### src/rtl/spi_eng_pkg.sv
package spi_eng_pkg;

    localparam int unsigned DW = 32;
    localparam int unsigned LW = $clog2(DW);

    typedef enum logic [1:0] {
        ST_IDLE,
        ST_LOAD,
        ST_SHIFT,
        ST_GAP
    } eng_state_e;

    // per-word shifting context
    typedef struct packed {
        logic [DW-1:0] tx;
        logic [DW-1:0] rx;
        logic [LW-1:0] idx;
        logic          ph;
    } word_ctx_t;

    // wire position of serial bit number idx within a word whose top bit is last
    function automatic logic [LW-1:0] bit_slot(input logic [LW-1:0] idx,
                                               input logic [LW-1:0] last,
                                               input logic lsb);
        return lsb ? idx : last - idx;
    endfunction

    // SCLK level: idle outside shifting, phase-dependent inside
    function automatic logic clk_level(input logic cpol, input logic cpha,
                                       input logic ph, input logic shifting);
        return shifting ? (cpol ^ cpha ^ ph) : cpol;
    endfunction

endpackage

### src/rtl/spi_eng_timer.sv
module spi_eng_timer #(
    parameter int DIV_W = 8
) (
    input  logic             clk,
    input  logic             rst,
    input  logic             hold,
    input  logic [DIV_W-1:0] limit,
    output logic             tick
);
    logic [DIV_W-1:0] cnt;

    assign tick = !hold && (cnt == limit);

    always_ff @(posedge clk) begin
        if (rst || hold || tick)
            cnt <= '0;
        else
            cnt <= cnt + 1'b1;
    end
endmodule

### src/rtl/spi_eng_csdec.sv
module spi_eng_csdec #(
    parameter int NUM_CS = 4,
    localparam int SW = $clog2(NUM_CS)
) (
    input  logic [SW-1:0]     sel,
    input  logic [NUM_CS-1:0] pol,
    input  logic              act,
    output logic [NUM_CS-1:0] lines
);
    for (genvar i = 0; i < NUM_CS; i++) begin : g_line
        localparam logic [SW-1:0] IDX = SW'(i);
        assign lines[i] = (act && sel == IDX) ? pol[i] : ~pol[i];
    end
endmodule

### src/rtl/spi_eng.sv
module spi_eng
    import spi_eng_pkg::*;
#(
    parameter int NUM_CS = 4,
    parameter int CNT_W  = 16,
    parameter int DIV_W  = 8
) (
    input  logic                      clk,
    input  logic                      rst,
    input  logic                      start,
    input  logic                      ready_clr,
    input  logic [LW-1:0]             frame_len_m1,
    input  logic [CNT_W-1:0]          word_cnt_m1,
    input  logic [DIV_W-1:0]          half_period_m1,
    input  logic                      clk_idle_high,
    input  logic                      late_sample,
    input  logic                      lsb_first,
    input  logic                      tx_enable,
    input  logic                      rx_enable,
    input  logic                      tx_done_ie,
    input  logic                      rx_done_ie,
    input  logic [$clog2(NUM_CS)-1:0] cs_sel,
    input  logic [NUM_CS-1:0]         cs_active_high,
    input  logic                      cs_override,
    input  logic                      cs_override_val,
    input  logic                      cs_keep,
    input  logic [DW-1:0]             tx_data,
    input  logic                      tx_empty,
    output logic                      tx_pop,
    output logic [DW-1:0]             rx_data,
    input  logic                      rx_full,
    output logic                      rx_push,
    output logic                      sclk,
    output logic                      mosi,
    input  logic                      miso,
    output logic [NUM_CS-1:0]         cs_o,
    output logic                      busy,
    output logic                      ready,
    output logic                      irq,
    output logic                      tx_underflow,
    output logic                      rx_overflow
);
    eng_state_e       st;
    word_ctx_t        ctx;
    logic [CNT_W-1:0] widx;
    logic             tick, shifting, samp, bit_end, word_end, run_end, cs_act;
    logic [LW-1:0]    slot;

    spi_eng_timer #(.DIV_W(DIV_W)) u_timer (
        .clk   (clk),
        .rst   (rst),
        .hold  (!(st == ST_SHIFT || st == ST_GAP)),
        .limit (half_period_m1),
        .tick  (tick)
    );

    assign shifting = (st == ST_SHIFT);
    assign samp     = shifting && tick && !ctx.ph;
    assign bit_end  = shifting && tick && ctx.ph;
    assign word_end = bit_end && (ctx.idx == frame_len_m1);
    assign run_end  = word_end && (widx == word_cnt_m1);
    assign slot     = bit_slot(ctx.idx, frame_len_m1, lsb_first);

    assign busy    = (st != ST_IDLE);
    assign sclk    = clk_level(clk_idle_high, late_sample, ctx.ph, shifting);
    assign mosi    = shifting && tx_enable && ctx.tx[slot];
    assign tx_pop  = (st == ST_LOAD) && tx_enable && !tx_empty;
    assign rx_push = word_end && rx_enable && !rx_full;
    assign rx_data = ctx.rx;

    assign cs_act = cs_override ? cs_override_val
                                : (shifting || (cs_keep && busy));

    spi_eng_csdec #(.NUM_CS(NUM_CS)) u_cs (
        .sel   (cs_sel),
        .pol   (cs_active_high),
        .act   (cs_act),
        .lines (cs_o)
    );

    always_ff @(posedge clk) begin
        if (rst) begin
            st           <= ST_IDLE;
            ctx          <= '0;
            widx         <= '0;
            tx_underflow <= 1'b0;
            rx_overflow  <= 1'b0;
        end else begin
            case (st)
                ST_IDLE: begin
                    if (start) begin
                        st           <= ST_LOAD;
                        widx         <= '0;
                        tx_underflow <= 1'b0;
                        rx_overflow  <= 1'b0;
                    end
                end
                ST_LOAD: begin
                    ctx.tx  <= tx_pop ? tx_data : '0;
                    ctx.rx  <= '0;
                    ctx.idx <= '0;
                    ctx.ph  <= 1'b0;
                    if (tx_enable && tx_empty)
                        tx_underflow <= 1'b1;
                    st <= ST_SHIFT;
                end
                ST_SHIFT: begin
                    if (samp) begin
                        ctx.rx[slot] <= miso;
                        ctx.ph       <= 1'b1;
                    end
                    if (bit_end) begin
                        ctx.ph <= 1'b0;
                        if (word_end) begin
                            if (rx_enable && rx_full)
                                rx_overflow <= 1'b1;
                            if (run_end) begin
                                st <= ST_IDLE;
                            end else begin
                                widx <= widx + 1'b1;
                                st   <= cs_keep ? ST_LOAD : ST_GAP;
                            end
                        end else begin
                            ctx.idx <= ctx.idx + 1'b1;
                        end
                    end
                end
                ST_GAP: begin
                    if (tick)
                        st <= ST_LOAD;
                end
                default: st <= ST_IDLE;
            endcase
        end
    end

    always_ff @(posedge clk) begin
        if (rst) begin
            ready <= 1'b0;
            irq   <= 1'b0;
        end else if (run_end) begin
            ready <= 1'b1;
            irq   <= (tx_enable && tx_done_ie) || (rx_enable && rx_done_ie);
        end else if (ready_clr) begin
            ready <= 1'b0;
            irq   <= 1'b0;
        end
    end
endmodule

### config.mk
export PLATFORM = sky130hd
export DESIGN_NAME = spi_eng
export DESIGN_NICKNAME = d
export VERILOG_FILES = /design/src/rtl/spi_eng_pkg.sv /design/src/rtl/spi_eng_timer.sv /design/src/rtl/spi_eng_csdec.sv /design/src/rtl/spi_eng.sv
export SDC_FILE = /design/constraint.sdc
export NUM_CORES = 1
export LEC_CHECK = 0
export ABC_AREA = 1
export CORE_MARGIN = 1
export CORE_UTILIZATION = 49
export CTS_BUF_LIST = sky130_fd_sc_hd__clkbuf_4 sky130_fd_sc_hd__clkbuf_8
export CTS_CLUSTER_DIAMETER = 30
export DETAILED_ROUTE_END_ITERATION = 16
export PLACE_DENSITY = 0.74
export RECOVER_POWER = 50
export REMOVE_ABC_BUFFERS = 1
export SYNTH_ARGS = -nofsm -noshare
export SYNTH_HDL_FRONTEND = slang
export SYNTH_SLANG_ARGS = --single-unit
### constraint.sdc
create_clock -name clk -period 8.3 [get_ports clk]
set_input_delay 2.075 -clock clk [delete_from_list [all_inputs] [get_ports clk]]
set_output_delay 2.075 -clock clk [all_outputs]
set_load 0.005 [all_outputs]
Word level (Yosys, flattened, before mapping)
Index checks and enable logic that the tools add are counted.

Output and inout port bits: 45. Logic and storage cells: 127. Register bits after elaboration: 100. Input port bits: 84.

Equal/unequal tests: 19. Mux-type cells: 40. $lt $le $gt $ge: 2. Reduce and logical (&&, ||, !) cells: 45. Add/sub/neg operators: 4. Bitwise logic cells: 6.

Operators with widths (number): $pmux W38 S2 (1); $mux W16 (4); $mux W32 (2); $bwmux W32 (1); $pmux W16 S2 (1); $logic_and A1 B1 Y1 (22); $mux W1 (17); $add A16 B1 Y16 const B (1); $eq A16 B16 Y1 (1); $mux W2 (6); $mux W5 (2); $ne A2 B1 Y1 const B (5); $reduce_and A5 Y1 (2); $reduce_bool A2 Y1 (5); $add A8 B1 Y8 const B (1); $eq A2 B2 Y1 const B (4); $eq A8 B8 Y1 (1); $ne A2 B2 Y1 const B (4); $pmux W2 S4 (1); $lt A5 B6 Y1 const B (1); $mux W6 (1); $reduce_and A3 Y1 (2); $add A5 B1 Y5 const B (1); $bmux W1 S5 (1); other kinds (14) (29).

Longest topological paths before layout
Word-level depth: 11. Depth in mapped cells: 19. Gate-level depth less buffers: 19.

Modules after synthesis
Synthesis repeated with hierarchy kept, for this count alone.

Cell total of the unflattened synthesis: 957. Area, all modules: 6307.3 µm².

By module, submodules not included: spi_eng (instances 1, cells an instance 860, seq. area each 1841.8 µm², area an instance 5718.0 µm²); spi_eng_timer (instances 1, cells an instance 73, seq. area each 160.2 µm², area an instance 483.0 µm²); spi_eng_csdec (instances 1, cells an instance 24, seq. area each 0.0 µm², area an instance 106.4 µm²).

Least setup slack after synthesis
No wires, ideal clock.

Kind: input port to output port. Start: input frame_len_m1[0]. End: output mosi. Arrival: 3.790 ns. Required time: 6.225 ns. Path slack: 2.435 ns. Stages on the path: 18. Buffers on the path: 1. Cells stage by stage: inv_1 ha_1 inv_1 fa_1 nand2_1 nand2_1 inv_1 nor2_1 buf_2 nand2_1 nand4_1 nand2_1 nand2_1 nand2_1 nand2_1 nand2_1 nand2_1 nor2_1.

Word-level cells in the longest chain between the ends: 5.

Ends and longest elaborated chain: start: declaration (RTL line spi_eng.sv:12) `input logic [LW-1:0] frame_len_m1,`; $sub A5 B5 Y5 (RTL line spi_eng_pkg.sv:25) `return lsb ? idx : last - idx;`; $mux W5 (RTL line spi_eng_pkg.sv:25); $bmux W1 S5 (RTL line spi_eng.sv:66) `assign mosi = shifting && tx_enable && ctx.tx[slot];`; $mux W1 (not written as such) (RTL line spi_eng.sv:66); $logic_and A1 B1 Y1 (RTL line spi_eng.sv:66); end: declaration (RTL line spi_eng.sv:34) `output logic mosi,`.

No other way between the ends. The select of a mux whose other input is x is not followed.

Worst setup path after layout
Ends and elaborated chain as after synthesis.

==> summary.md <==
| Metric | Value |
|---|---|
| Sw power | 595.0 uW |
| Initial core utilization | 50.35% |
| Max-slew violation count | 0 |
| Largest net degree at the start of global routing | 75 |
| First-pass GRT wire length | 26280 um |
| Startpoint class of the critical path | input port |
| DRC violations left | 0 |
| Post_cts resized | 0 |
| # Post-CTS Setup Buffers | 0 |
| Die area | 13480 um^2 |
| Core Rows | 41 |
| Power density over the cells | 193.8 nW/um^2 |
| Post-synth top area share | 31.38% |
| Final Cell Area | 7662 um^2 |
| Overflow left after global routing | 0 |
| Count leader, synth | nand2_1 |
| Final wirelength | 15890 um |
| Initial antenna violation count | 0 |
| H-tree lvl count | 3 |
| Ys async rst share | 0% |
| RSZ-0062 raised after global routing | no |
| Critical path launch point | frame_len_m1[0] |
| Chip width | 116.1 um |
| Routed wire per std cell | 12.46 um |
| #FFs+latches synth | 100 |
| Clock Latency Late Sink | 360 ps |
| Maximum root-to-sink buffer count | 2 |
| IO buf count | 128 |
| Maximum vdd drop | 100.0 uV |
| Final nets | 1194 |
| Max FO, Critical Path | 18 |
| CTS Hold Buffers Added | 0 |
| Slew HR | 17.53% |
| Total number of vias | 6531 |
| Clock Tree Root | clkbuf_8 |
| Final Cycle Share | 90.16% |
| Primary FF master, synth | dfxtp_1 |
| CTS tree | yes |
| Fmax | 0.1336 GHz |
| Clock sinks | 100 |
| Status | complete, no violations |
| Hold_ws | 458.3 ps |
| Total GRT Usage | 24.21% |
| Sw Ratio | 40.07% |
| GPL Wtd Cong | 0.9117 |
| Worst Skew | 9.096 ps |
| Antenna Violating Nets Remaining | 0 |
| N_diodes | 0 |
| Internal power | 889.9 uW |
| Yosys top cell by area | dfxtp_1 |
| Sequential power share | 38.5% |
| Kind of critical path | input port to primary output |
| Netlist cell types | 35 |
| Placed wire-length estimate | 10920 um |
| Vias in the first global route | 5582 |
| Num CTS Buffers | 9 |
| Worst-path clk slew | 90 ps |
| Synth cell count leaders | nand2_1, inv_1, dfxtp_1 |
| Synthesized instance count | 1034 |
| Starting DRC count in detailed routing | 585 |
| Die H | 116.1 um |
| Hold Path Class | register to register |
| DR vias/cell | 5.122 |
| Core Area | 12670 um^2 |
| WP data arrival | 5410 ps |
| Setup crit end kind | primary output |
| Cell Area, Synth | 6380 um^2 |
| Initial DRT Pass Iterations | 5 |
| Share of layout cells above drive strength 1 | 4.261% |
| Final setup violating endpoints | 0 |
| Register area share after synthesis | 31.38% |
| Layout area overhead | 20.10% |
| I/O pins | 129 |
| CP required | 6230 ps |
| Synth area leaders | dfxtp_1, nand2_1, nand4_1 |
| Number of synthesized flops with an enable pin | 0 |
| Comb pwr share | 40.3% |
| Setup TNS | 0 ps |
| P_leak | 3.097 nW |
| Syn Area/Cell | 6.170 um^2 |
| Max Cap Violations | 0 |
| Fin. Hold Viols | 0 |
| Worst-Margin Slew | 1237 ps |
| Critical R2R Launch | st[0]$_SDFFE_PP0P_ |
| Clock Power Share | 21.2% |
| Post-route minimum period | 7483 ps |
| DP Area | 7485 um^2 |
| Ys Warns | 0 |
| Hold path startpoint | rx_data[2]$_SDFFE_PP0P_ |
-- cell usage in the layout, fill, tap and decap left out, types with 10 or more instances in the layout --
master and n:
nand4_1 78, inv_1 103, dfxtp_1 100, nand2_1 369, nand3_1 44, clkdlybuf4s50_1 89
o21ai_0 20, dlygate4sd3_1 38, nor3_1 12, xnor2_1 15, a21oi_1 84, nor2_1 70
ha_1 10
-- flip-flops by register name, summed over array words and instances (netlist names) --
signal / cells
u_timer.cnt: 8
ready: 1
tx_underflow: 1
ctx: 38
widx: 16
rx_overflow: 1
st: 2
irq: 1
rx_data: 32
-- metal layers --
metal,share of wire [%],GRT usage [%]
met1,47,33.24
met2,47,39.13
met4,1.5,6.923
met5,0,0
met3,4.9,4.100
-- worst paths after layout --
check | end | slack (ps) | cells after the start
setup / recovery | mosi | 820 | 19
setup reg to reg | widx[1]$_SDFFE_PP0P_ | 5190 | 10
hold reg to reg | rx_data[2]$_SDFFE_PP0P_ | 460 | 2
hold / removal | rx_data[2]$_SDFFE_PP0P_ | 460 | 2
-- worst max-delay path, cell delays in order --
cell and delay, ps:
clkdlybuf4s50_1 480, inv_1 50, ha_1 180, inv_1 90, fa_1 420, nand2_1 80, nand2_1 100, nand2_1 160
clkinv_1 440, nand2_1 190, nand4_1 100, nand2_1 60, nand2_1 60, nand2_1 50, nand2_1 70, nand2_1 70
nand2_1 110, nor2_1 90, clkdlybuf4s50_1 520
-- power by group through the flow --
stage / Clock, mW / Sequential [mW] / Combinational (mW)
floorplan: 0 / 0.569 / 0.418
global placement: 0 / 0.582 / 0.591
detailed placement: 0 / 0.583 / 0.594
CTS: 0.322 / 0.571 / 0.598
global route: 0.341 / 0.579 / 0.683
finish: 0.315 / 0.572 / 0.598
-- per-stage QoR --
stage               total power [mW]  worst slack [ps]  std cells  util, %
floorplan                     0.9873              1763        949        -
global placement               1.173             924.5       1259    59.07
detailed placement             1.177             872.8       1259    59.07
CTS                            1.491             861.4       1275    60.61
global route                   1.603             616.4       1275    60.47
finish                         1.485             817.1       1275    60.47
-- logic make-up after synthesis --
group	after synthesis	synth area share (%)
buffers and inverters	200	14.12
XOR/XNOR	23	3.158
flip-flops	100	31.38
adder cells (fa/ha/maj)	12	2.471
AND/OR/NAND/NOR	590	40.01
AO/OA/AOI/OAI	109	8.865
-- area by class of cell --
type | instances | area (um^2)
clock buffer | 10 | 131.4
multi-input combinational | 734 | 3471
sequential | 100 | 2002
tap | 172 | 215.2
inverter | 115 | 431.7
fill | 1283 | 5009
timing repair buffer | 138 | 1348
clock inverter | 6 | 63.81
Note: power is estimated with default switching activity, not from simulation.
